## config.mk

```make
export PLATFORM = sky130hd
export DESIGN_NAME = dual_bus_arbiter
export DESIGN_NICKNAME = d
export VERILOG_FILES = /design/src/rtl/mba_pkg.sv /design/src/rtl/mba_fsm.sv /design/src/rtl/mba_decode.sv /design/src/rtl/mba_resp.sv /design/src/rtl/dual_bus_arbiter.sv
export SDC_FILE = /design/constraint.sdc
export NUM_CORES = 1
export LEC_CHECK = 0
export BUFFER_PORTS_ARGS = -buffer_cell sky130_fd_sc_hd__clkbuf_2
export CORE_AREA = 10 10 132 134
export CTS_CLUSTER_DIAMETER = 60
export DETAILED_ROUTE_END_ITERATION = 8
export DIE_AREA = 0 0 142 144
export PLACE_DENSITY = 0.53
export SLEW_MARGIN = 15
export SYNTH_ARGS = -nofsm -noshare
export SYNTH_HDL_FRONTEND = slang
export SYNTH_SLANG_ARGS = --single-unit
```

## constraint.sdc

```tcl
create_clock -name clk -period 2.2 [get_ports clk]
set_clock_uncertainty 0.15 [all_clocks]
set_input_delay 0.11 -clock clk [delete_from_list [all_inputs] [get_ports clk]]
set_output_delay 0.11 -clock clk [all_outputs]
set_load 0.01 [all_outputs]
```

## src/rtl/mba_pkg.sv

```systemverilog
package mba_pkg;
    typedef enum logic [0:0] {
        ST_PARK = 1'b0,
        ST_XFER = 1'b1
    } arb_state_e;

    localparam int N_MASTERS = 2;
endpackage

```

## src/rtl/mba_fsm.sv

```systemverilog
module mba_fsm
    import mba_pkg::*;
(
    input  logic                 clk,
    input  logic                 rst_n,
    input  logic [N_MASTERS-1:0] req,
    input  logic [N_MASTERS-1:0] last,
    input  logic                 word_ack,
    output arb_state_e           state,
    output logic                 owner,
    output logic [N_MASTERS-1:0] gnt
);
    arb_state_e nstate;
    logic       nowner;

    // state register
    always_ff @(posedge clk or negedge rst_n) begin
        if (!rst_n) begin
            state <= ST_PARK;
            owner <= 1'b1;   // history: master 1 last, so master 0 wins first tie
        end else begin
            state <= nstate;
            owner <= nowner;
        end
    end

    // transitions
    always_comb begin
        nstate = state;
        nowner = owner;
        unique case (state)
            ST_PARK: begin
                if (|req) begin
                    nstate = ST_XFER;
                    nowner = (&req) ? ~owner : req[1];
                end
            end
            ST_XFER: begin
                if (!req[owner] || (word_ack && last[owner]))
                    nstate = ST_PARK;
            end
        endcase
    end

    // outputs
    always_comb begin
        gnt = '0;
        if (state == ST_XFER)
            gnt[owner] = 1'b1;
    end
endmodule

```

## src/rtl/mba_decode.sv

```systemverilog
module mba_decode #(
    parameter int NT   = 5,
    parameter int SELW = 3
) (
    input  logic [SELW-1:0] idx,
    input  logic            en,
    output logic [NT-1:0]   sel,
    output logic            hit
);
    assign hit = (int'(idx) < NT);

    for (genvar k = 0; k < NT; k++) begin : g_sel
        assign sel[k] = en && (idx == SELW'(k));
    end
endmodule

```

## src/rtl/mba_resp.sv

```systemverilog
module mba_resp #(
    parameter int DW  = 32,
    parameter int NT  = 5,
    parameter int TMO = 8
) (
    input  logic           clk,
    input  logic           rst_n,
    input  logic           active,
    input  logic           hit,
    input  logic [NT-1:0]  sel,
    input  logic [NT*DW-1:0] t_rdata,
    input  logic [NT-1:0]  t_ack,
    output logic           word_ack,
    output logic [DW-1:0]  rdata
);
    localparam int CW = (TMO > 1) ? $clog2(TMO) : 1;
    localparam logic [CW-1:0] CNT_END = CW'(TMO - 1);

    logic [CW-1:0] cnt;
    logic [DW-1:0] picked;
    logic          void_ack;

    always_ff @(posedge clk or negedge rst_n) begin
        if (!rst_n)
            cnt <= '0;
        else if (active && !hit)
            cnt <= (cnt == CNT_END) ? '0 : cnt + CW'(1);
        else
            cnt <= '0;
    end

    assign void_ack = active && !hit && (cnt == CNT_END);

    always_comb begin
        picked = '0;
        for (int k = 0; k < NT; k++)
            if (sel[k])
                picked = picked | t_rdata[k*DW +: DW];
    end

    assign rdata    = hit ? picked : '1;
    assign word_ack = active && (hit ? |(t_ack & sel) : void_ack);
endmodule

```

## src/rtl/dual_bus_arbiter.sv

```systemverilog
module dual_bus_arbiter
    import mba_pkg::*;
#(
    parameter int AW   = 16,
    parameter int DW   = 32,
    parameter int NT   = 5,
    parameter int SELW = 3,
    parameter int TMO  = 8
) (
    input  logic             clk,
    input  logic             rst_n,
    input  logic             m0_req,
    input  logic             m0_last,
    input  logic             m0_rd,
    input  logic             m0_wr,
    input  logic [AW-1:0]    m0_addr,
    input  logic [DW-1:0]    m0_wdata,
    output logic             m0_gnt,
    output logic             m0_ack,
    input  logic             m1_req,
    input  logic             m1_last,
    input  logic             m1_rd,
    input  logic             m1_wr,
    input  logic [AW-1:0]    m1_addr,
    input  logic [DW-1:0]    m1_wdata,
    output logic             m1_gnt,
    output logic             m1_ack,
    output logic [DW-1:0]    rsp_rdata,
    output logic [NT-1:0]    t_sel,
    output logic [AW-1:0]    t_addr,
    output logic [DW-1:0]    t_wdata,
    output logic             t_rd,
    output logic             t_wr,
    input  logic [NT*DW-1:0] t_rdata,
    input  logic [NT-1:0]    t_ack
);
    arb_state_e           state;
    logic                 owner;
    logic [N_MASTERS-1:0] gnt;
    logic                 word_ack;
    logic                 active;
    logic                 hit;
    logic                 own_rd;
    logic                 own_wr;

    mba_fsm u_fsm (
        .clk      (clk),
        .rst_n    (rst_n),
        .req      ({m1_req, m0_req}),
        .last     ({m1_last, m0_last}),
        .word_ack (word_ack),
        .state    (state),
        .owner    (owner),
        .gnt      (gnt)
    );

    assign active = (state == ST_XFER);

    // forward path: owner's control onto the shared target lines
    assign t_addr  = owner ? m1_addr  : m0_addr;
    assign t_wdata = owner ? m1_wdata : m0_wdata;
    assign own_rd  = owner ? m1_rd    : m0_rd;
    assign own_wr  = owner ? m1_wr    : m0_wr;

    mba_decode #(.NT(NT), .SELW(SELW)) u_dec (
        .idx (t_addr[AW-1 -: SELW]),
        .en  (active),
        .sel (t_sel),
        .hit (hit)
    );

    assign t_rd = active && hit && own_rd;
    assign t_wr = active && hit && own_wr;

    // return path
    mba_resp #(.DW(DW), .NT(NT), .TMO(TMO)) u_resp (
        .clk      (clk),
        .rst_n    (rst_n),
        .active   (active),
        .hit      (hit),
        .sel      (t_sel),
        .t_rdata  (t_rdata),
        .t_ack    (t_ack),
        .word_ack (word_ack),
        .rdata    (rsp_rdata)
    );

    assign m0_gnt = gnt[0];
    assign m1_gnt = gnt[1];
    assign m0_ack = word_ack && gnt[0];
    assign m1_ack = word_ack && gnt[1];
endmodule

```

==> results of run 1 <==
==> worst register-to-register path: stages (launching register included) <==
cell                      delay [ns]
sky130_fd_sc_hd__dfstp_2        0.60
sky130_fd_sc_hd__buf_4          0.54
sky130_fd_sc_hd__mux2i_1        0.27
sky130_fd_sc_hd__a21oi_1        0.10
sky130_fd_sc_hd__o21a_1         0.10
sky130_fd_sc_hd__a31o_2         0.21
==> power breakdown <==
group	internal [uW]	switching [uW]
logic	1910	1880
clock network	241	63.6
registers	130	36.3
total	2280	1980
==> layer usage <==
layer / routed length (um) / global-route usage / up-vias
li1: - / - / 1748
met1: 5800 / 0.144 / 1633
met2: 8000 / 0.239 / 173
met3: 1370 / 0.0430 / 8
met4: 121 / 0.0226 / 0
met5: 0 / 0 / -
==> per-stage QoR <==
step                worst slack (ns)  hold WS [ns]  total power, uW   util
finish                        -0.139        0.0373             4260  0.313
global route                  -0.209        0.0960             4550  0.312
floorplan                      0.196        -0.336             2400      -
global placement             -0.0412        -0.209             3800  0.296
detailed placement           -0.0483        -0.211             3800  0.296
CTS                           -0.133        0.0365             4180  0.307
==> cell type report <==
type	count	area (um^2)	share of cell area
multi-input combinational	220	2040	0.439
inverter	4	17.5	0.00377
timing repair buffer	385	2150	0.462
sequential	5	126	0.0272
antenna	1	2.50	0.000539
clock buffer	4	78.8	0.0170
tap	188	235	0.0506
==> path summary, 6_finish.rpt <==
path / end / slack, ns
worst max-delay path: m0_ack / -0.14
worst min-delay path: u_fsm.owner / 0.04
worst max register to register: u_fsm.state / 0.12
worst min register to register: u_resp.cnt[0] / 0.30
max in group asynchronous: u_fsm.owner / 1.57
min in group asynchronous: u_resp.cnt[1] / 0.11
==> logic make-up after synthesis <==
kind of cell,share of synthesized area
buffers and inverters,0.0830
muxes,0.548
DFF,0.0551
adders and majority gates,0.0109
and+or+nand+nor,0.0508
AOI/OAI and AO/OA,0.252
==> layout by cell type (no fill, tap or decap), drive strengths merged, types with 2 or more instances in the layout <==
cell / count
buf: 26
nor2: 7
inv: 4
o22ai: 32
nor3: 4
nor2b: 2
ha: 2
nand2: 4
clkbuf: 361
dlygate4sd3: 2
dfrtp: 4
a211o: 32
a21oi: 3
mux2: 47
and3: 2
nor3b: 2
o21ai: 2
mux2i: 71
==> timing repair <==
item / in CTS / in global routing
gates resized for setup: 11 / 14
hold endpoints to repair: 6 / 0
hold buffers: 2 / 0
pin swaps: 5 / 13
buffers inserted: 2 / 0
endpoints found under the setup margin: 81 / 82
gates cloned: 0 / 2
==> flip-flops by register name, summed over array words and instances, names as in the netlist <==
name         flops
u_fsm.owner      1
u_fsm.state      1
u_resp.cnt       3
==> results by group, run 1 <==
Job
  • Maximum Capacitance Violations: 0

Detailed routing
  • Wire length after detailed routing: 15.3 mm
  • Residual antenna-violating net count after detailed routing: 0
  • Number of DRC markers in iteration 0: 136
  • Via density per instance: 4.41
  • Number of optimization iterations in the first detailed-route pass: 4
  • DRC violations left: 0
  • WL/cell: 19.0 um
  • Via total after detailed routing: 3562

Pwr
  • Worst-case vdd ir drop: 0.318 mV
  • Leakage power: 0.00278 uW
  • Power density normalized to cell area: 917 nW/um^2

Yosys
  • Ranking of synthesized cells by area: sky130_fd_sc_hd__mux2i_1 (31%), sky130_fd_sc_hd__mux2_2 (23%), sky130_fd_sc_hd__a211o_1 (12%), sky130_fd_sc_hd__o22ai_1 (8.7%), sky130_fd_sc_hd__dfrtp_1 (4.4%)
  • Cell Area, Synth: 2290 um^2
  • Area leader, netlist: sky130_fd_sc_hd__mux2i_1
  • Cell variety after synth: 35
  • Sequential cell area fraction in the yosys report: 0.0551
  • Post-synth top cells: sky130_fd_sc_hd__mux2i_1 (70), sky130_fd_sc_hd__mux2_2 (46), sky130_fd_sc_hd__a211o_1 (32), sky130_fd_sc_hd__o22ai_1 (32), sky130_fd_sc_hd__buf_2 (17)
  • EDFF count, synth: 0
  • Total of flip-flops plus latches after synthesis: 5
  • Area fraction of the dominant cell type after synthesis: 0.306
  • Most frequently used flop master after synthesis: sky130_fd_sc_hd__dfrtp_1
  • Total number of yosys warnings: 0
  • Count leader, synth: sky130_fd_sc_hd__mux2i_1
  • Fraction of registers with async set/reset: 1.00
  • Post-Syn Area per Cell: 8.92 um^2
  • Synthesized Nets: 530
  • Syn Inst Count: 257

Place
  • Routability-driven placement congestion ratio: 0.838
  • Post-place instance area: 4400 um^2
  • Inst Count DP: 796
  • Total half-perimeter wirelength after legalization and detailed placement: 13.3 mm
  • Count of input and output buffers: 361

Timing
  • Post-route setup TNS: -3.97 ns
  • Max-slew violation count: 0
  • Ratio of final minimum period to clock period: 1.06
  • Timing-limited maximum frequency: 0.428 GHz
  • Worst-Margin Slew: 0.666 ns
  • Post-route setup slack: -0.139 ns
  • Setup repair after global routing missed its margin: yes
  • Clock period minus final worst setup slack: 2.34 ns
  • Remaining max-slew budget at the tightest pin: 0.556
  • Hold Fails Final Rpt: 0
  • Setup Viol. Count Final: 73

Global route
  • Initial antenna violation count: 1
  • Wire length of the first global-routing pass: 21.5 mm
  • Remaining global-route overflow: 0
  • Vias in the first global route: 3722
  • Pin count of the biggest net entering global routing: 55
  • GRT Total Usage: 0.130

Clock network
  • Total clock sinks: 5
  • Bufs on Longest Clock Path: 2
  • Cts bufs inserted: 3
  • # H-tree levels: 1
  • Cell at the root of the clock tree: sky130_fd_sc_hd__clkbuf_16
  • TritonCTS clock tree: done
  • Clk_lat worst skew: 0.23 ns
  • Post-CTS clock slew at the launch and capture registers of the worst setup and hold paths: 0.03 ns

Layout
  • Final non-filler cell total: 807
  • Fin nets: 892
  • Design Area, Final: 4650 um^2
  • Fraction of layout cells with a size suffix above 1: 0.727
  • Fill cell instance count of the final layout: 1633
  • Growth of design area from synthesis to finish: 103%

Critical path
  • Endpoint required time on the critical path: 1.94 ns
  • Critical path, cell by cell: mux2i_4 -> inv_4 -> buf_12 -> mux2i_1 -> o22a_1 -> a21oi_1 -> clkbuf_2
  • Worst setup path start: u_fsm.owner
  • Crit path max fanout: 7
  • Start-to-end type of the worst setup path: reg -> out
  • Critical path depth: 7
  • Critical path arrival: 2.08 ns
  • Top cell family by delay on the critical path: flip-flops
  • Endpoint kind of the worst setup timing path: output pin
  • Source of the worst register-to-register timing path: u_fsm.owner
  • Buffers & Inverters on Critical Path: 3
  • Reg2Reg Depth: 5
  • Largest stage delay on the critical path: 0.60 ns
  • Cell with the largest stage delay on the worst path: sky130_fd_sc_hd__dfstp_2
  • Crit start category: flip-flop

Floorplanning
  • # rows: 45
  • Starting density of the core: 0.154
  • Ports: 362
  • Core region area: 14900 um^2
  • Die boundary height: 144 um
  • Chip Width: 142 um
  • Die outline area: 20400 um^2

Outcome
  • Outcome: finished, violations left
  • Violations in the final reports: setup timing

Min path
  • Startpoint of the most critical hold path: m1_req
  • Path category of the worst min-delay check: in -> reg
  • Worst hold stages: 3
(Power assumes the default switching activity.)
==> run 2, diff against run 1 <==
--- a/config.mk
+++ b/config.mk
@@ -6,11 +6,11 @@
 export NUM_CORES = 1
 export LEC_CHECK = 0
 export BUFFER_PORTS_ARGS = -buffer_cell sky130_fd_sc_hd__clkbuf_2
-export CORE_AREA = 10 10 132 134
+export CORE_AREA = 2 2 140 142
 export CTS_CLUSTER_DIAMETER = 60
 export DETAILED_ROUTE_END_ITERATION = 8
 export DIE_AREA = 0 0 142 144
-export PLACE_DENSITY = 0.53
+export PLACE_DENSITY = 0.45
 export SLEW_MARGIN = 15
 export SYNTH_ARGS = -nofsm -noshare
 export SYNTH_HDL_FRONTEND = slang
==> run 2 against run 1 <==
  * The flow still finishes with violations (setup timing)
  * Largest cell class unchanged
  * Via count increased by 2.1%
  * Highest routed layer is now met5
  * Global-route usage decreased by 1.7 points
  * Sequential power is essentially flat
==> results by group, run 2 (synthesis results as in run 1) <==
Critical path
  • Buffers & Inverters on Critical Path: 2 (was 3)
  • Endpoint required time on the critical path: 1.94 ns (about the same)
  • Cell with the largest stage delay on the worst path: sky130_fd_sc_hd__dfstp_2 (unchanged)
  • Critical R2R Capture: u_fsm.state (unchanged)
  • Critical path, cell by cell: mux2_4 -> buf_12 -> mux2i_4 -> o22ai_2 -> a211o_1 -> clkbuf_2 (was mux2i_4 -> inv_4 -> buf_12 -> mux2i_1 -> o22a_1 -> a21oi_1 -> clkbuf_2)
  • Critical path arrival: 2.08 ns (about the same)
  • Endpoint kind of the worst setup timing path: output pin (unchanged)
  • Crit path max fanout: 16 (was 7)
  • Start-to-end type of the worst setup path: reg -> out (unchanged)
  • Largest stage delay on the critical path: 0.61 ns (was 0.60 ns)
  • Reg2Reg Depth: 7 (was 5)
  • Worst setup slack for register-to-register paths: 0.04 ns (was 0.12 ns)
  • Top cell family by delay on the critical path: flip-flops (unchanged)
  • Crit start category: flip-flop (unchanged)
  • Source of the worst register-to-register timing path: u_fsm.owner (unchanged)

Detailed routing
  • WL/cell: 16.3 um (was 19.0 um)
  • Via total after detailed routing: 3636 (was 3562)
  • Number of optimization iterations in the first detailed-route pass: 5 (was 4)
  • Detailed-route wire length on metal 1: 5.59 mm (was 5.80 mm)
  • Number of DRC markers in iteration 0: 73 (was 136)
  • Top layer used by detailed routing: met5 (was met4)
  • DRC violations left: 0 (unchanged)
  • Via density per instance: 4.18 (was 4.41)
  • Wire length after detailed routing: 14.2 mm (was 15.3 mm)
  • Sum of met3 wire segment lengths after detailed routing: 1.03 mm (was 1.37 mm)
  • DR WL met2: 7.10 mm (was 8.00 mm)
  • Residual antenna-violating net count after detailed routing: 0 (unchanged)

Floorplanning
  • # rows: 51 (was 45)
  • Ports: 362 (unchanged)
  • Starting density of the core: 0.120 (was 0.154)
  • Die outline area: 20400 um^2 (unchanged)
  • Die boundary height: 144 um (unchanged)
  • Chip Width: 142 um (unchanged)
  • Core region area: 19100 um^2 (was 14900 um^2)

Clock network
  • Clk_lat worst skew: 0.23 ns (about the same)
  • Bufs on Longest Clock Path: 2 (unchanged)
  • # H-tree levels: 1 (unchanged)
  • Total clock sinks: 5 (unchanged)
  • TritonCTS clock tree: done (unchanged)
  • Cts bufs inserted: 3 (unchanged)
  • Post-CTS clock slew at the launch and capture registers of the worst setup and hold paths: 0.03 ns (about the same)
  • Cell at the root of the clock tree: sky130_fd_sc_hd__clkbuf_16 (unchanged)

Layout
  • Final non-filler cell total: 870 (was 807)
  • Fin nets: 905 (was 892)
  • Reg area: 126 um^2 (unchanged)
  • Fraction of layout cells with a size suffix above 1: 0.743 (was 0.727)
  • Register ranked first by flip-flop count: u_resp.cnt (unchanged)
  • Number of flip-flops under the largest register name: 3 (unchanged)
  • Most common cell after layout, fill and taps aside: sky130_fd_sc_hd__clkbuf_2 (unchanged)
  • Growth of design area from synthesis to finish: 114% (was 103%)
  • Top library cells by usage in the layout, fill and taps aside: sky130_fd_sc_hd__clkbuf_2 (360), sky130_fd_sc_hd__mux2i_1 (64), sky130_fd_sc_hd__mux2_2 (46) (was sky130_fd_sc_hd__clkbuf_2 (355), sky130_fd_sc_hd__mux2i_1 (66), sky130_fd_sc_hd__mux2_2 (46))
  • Area of the multi-input gates: 2090 um^2 (was 2040 um^2)
  • Fill cell instance count of the final layout: 2069 (was 1633)
  • Largest registers in the final layout: u_resp.cnt (3), u_fsm.owner (1), u_fsm.state (1) (unchanged)

Min path
  • Terminating pin of the worst hold path: u_fsm.owner (unchanged)
  • Path category of the worst min-delay check: in -> reg (unchanged)
  • Startpoint of the most critical hold path: m1_req (unchanged)
  • Worst hold stages: 3 (unchanged)

Job
  • Maximum Capacitance Violations: 0 (unchanged)

Timing
  • Setup repair after global routing missed its margin: yes (unchanged)
  • Clock period minus final worst setup slack: 2.34 ns (about the same)
  • Hold Fails Final Rpt: 0 (unchanged)
  • Post-route setup slack: -0.141 ns (was -0.139 ns)
  • Ratio of final minimum period to clock period: 1.06 (about the same)
  • Remaining max-slew budget at the tightest pin: 0.775 (was 0.556)
  • Worst-Margin Slew: 0.337 ns (was 0.666 ns)
  • Worst hold margin: 0.0290 ns (was 0.0373 ns)
  • Max-slew violation count: 0 (unchanged)
  • Setup Viol. Count Final: 34 (was 73)
  • Timing-limited maximum frequency: 0.427 GHz (was 0.428 GHz)

Pwr
  • Switching component of the power: 2060 uW (was 1980 uW)
  • Power density normalized to cell area: 923 nW/um^2 (was 917 nW/um^2)
  • Worst-case vdd ir drop: 0.318 mV (about the same)
  • Leakage power: 0.00288 uW (was 0.00278 uW)
  • Sequential share of power: 0.037 (was 0.039)
  • Switch share: 0.455 (was 0.464)
  • Fraction of power consumed by the clock network: 0.066 (was 0.071)
  • Internal power: 2470 uW (was 2280 uW)
  • Combinational group share of total power: 0.897 (was 0.889)

Global route
  • Pin count of the biggest net entering global routing: 39 (was 55)
  • GRT Total Usage: 0.113 (was 0.130)
  • Wire length of the first global-routing pass: 17.9 mm (was 21.5 mm)
  • Remaining global-route overflow: 0 (unchanged)
  • Initial antenna violation count: 2 (was 1)
  • Vias in the first global route: 3520 (was 3722)

Place
  • Count of input and output buffers: 361 (unchanged)
  • Total half-perimeter wirelength after legalization and detailed placement: 11.3 mm (was 13.3 mm)
  • Worst slack at placement: 0.00273 ns (was -0.0483 ns)
  • Inst Count DP: 850 (was 796)
  • Routability-driven placement congestion ratio: 0.764 (was 0.838)

Outcome
  • Outcome: finished, violations left (unchanged)
  • Violations in the final reports: setup timing (unchanged)
==> run 2: power groups by stage <==
stage	sequential [uW]	combinational (uW)	clock [uW]
2_1_floorplan	139	2260	0
3_3_place_gp	173	3670	0
3_5_place_dp	173	3660	0
4_1_cts	168	3770	305
5_1_grt	174	4370	319
6_report	168	4070	300
==> run 2: tightest hold or removal path, stage by stage <==
cell and delay [ns]:
sky130_fd_sc_hd__clkbuf_2 0.10, sky130_fd_sc_hd__a21oi_1 0.14, sky130_fd_sc_hd__a31oi_1 0.06
==> run 2: timing repair <==
action	CTS	global route
hold endpoints to repair	6	0
gates cloned	0	5
hold buffers	2	0
gates resized for setup	8	26
setup buffers	5	3
endpoints found under the setup margin	51	59
pin swaps	2	3
==> run 2: per-layer routing <==
layer / GRT usage / up-vias
met3: 0.0288 / 26
met2: 0.209 / 232
met1: 0.123 / 1604
met4: 0.0447 / 2
li1: - / 1772
met5: 0 / -
==> run 2: layout make-up <==
type,count,share of cell area
multi-input cells,220,0.426
inverters,4,0.00356
repair buffers,398,0.468
diodes,1,0.000509
flip-flops and latches,5,0.0257
clock buffers,3,0.0153
well taps,238,0.0606
clock inverters,1,0.00102
==> run 2: how the worst max path moves through the flow <==
stage | startpoint | end | slack, ns | depth (start not counted)
6_report | u_fsm.owner | rsp_rdata[31] | -0.14 | 6
3_3_place_gp | u_fsm.owner | rsp_rdata[29] | 0.005 | 7
4_1_cts | u_fsm.owner | t_wdata[16] | -0.17 | 4
2_1_floorplan | u_fsm.owner | rsp_rdata[10] | 0.20 | 7
3_5_place_dp | u_fsm.owner | rsp_rdata[29] | 0.003 | 7
5_1_grt | u_fsm.owner | m1_ack | -0.25 | 7
==> run 2: metrics by stage <==
step | power (uW) | area [um^2] | utilization | setup TNS, ns
detailed placement | 3840 | 4510 | 0.236 | 0
global route | 4860 | 4910 | 0.258 | -7.47
CTS | 4240 | 4680 | 0.245 | -6.23
floorplan | 2400 | 2290 | - | 0
finish | 4540 | 4920 | 0.258 | -3.86
global placement | 3850 | 4510 | 0.236 | 0
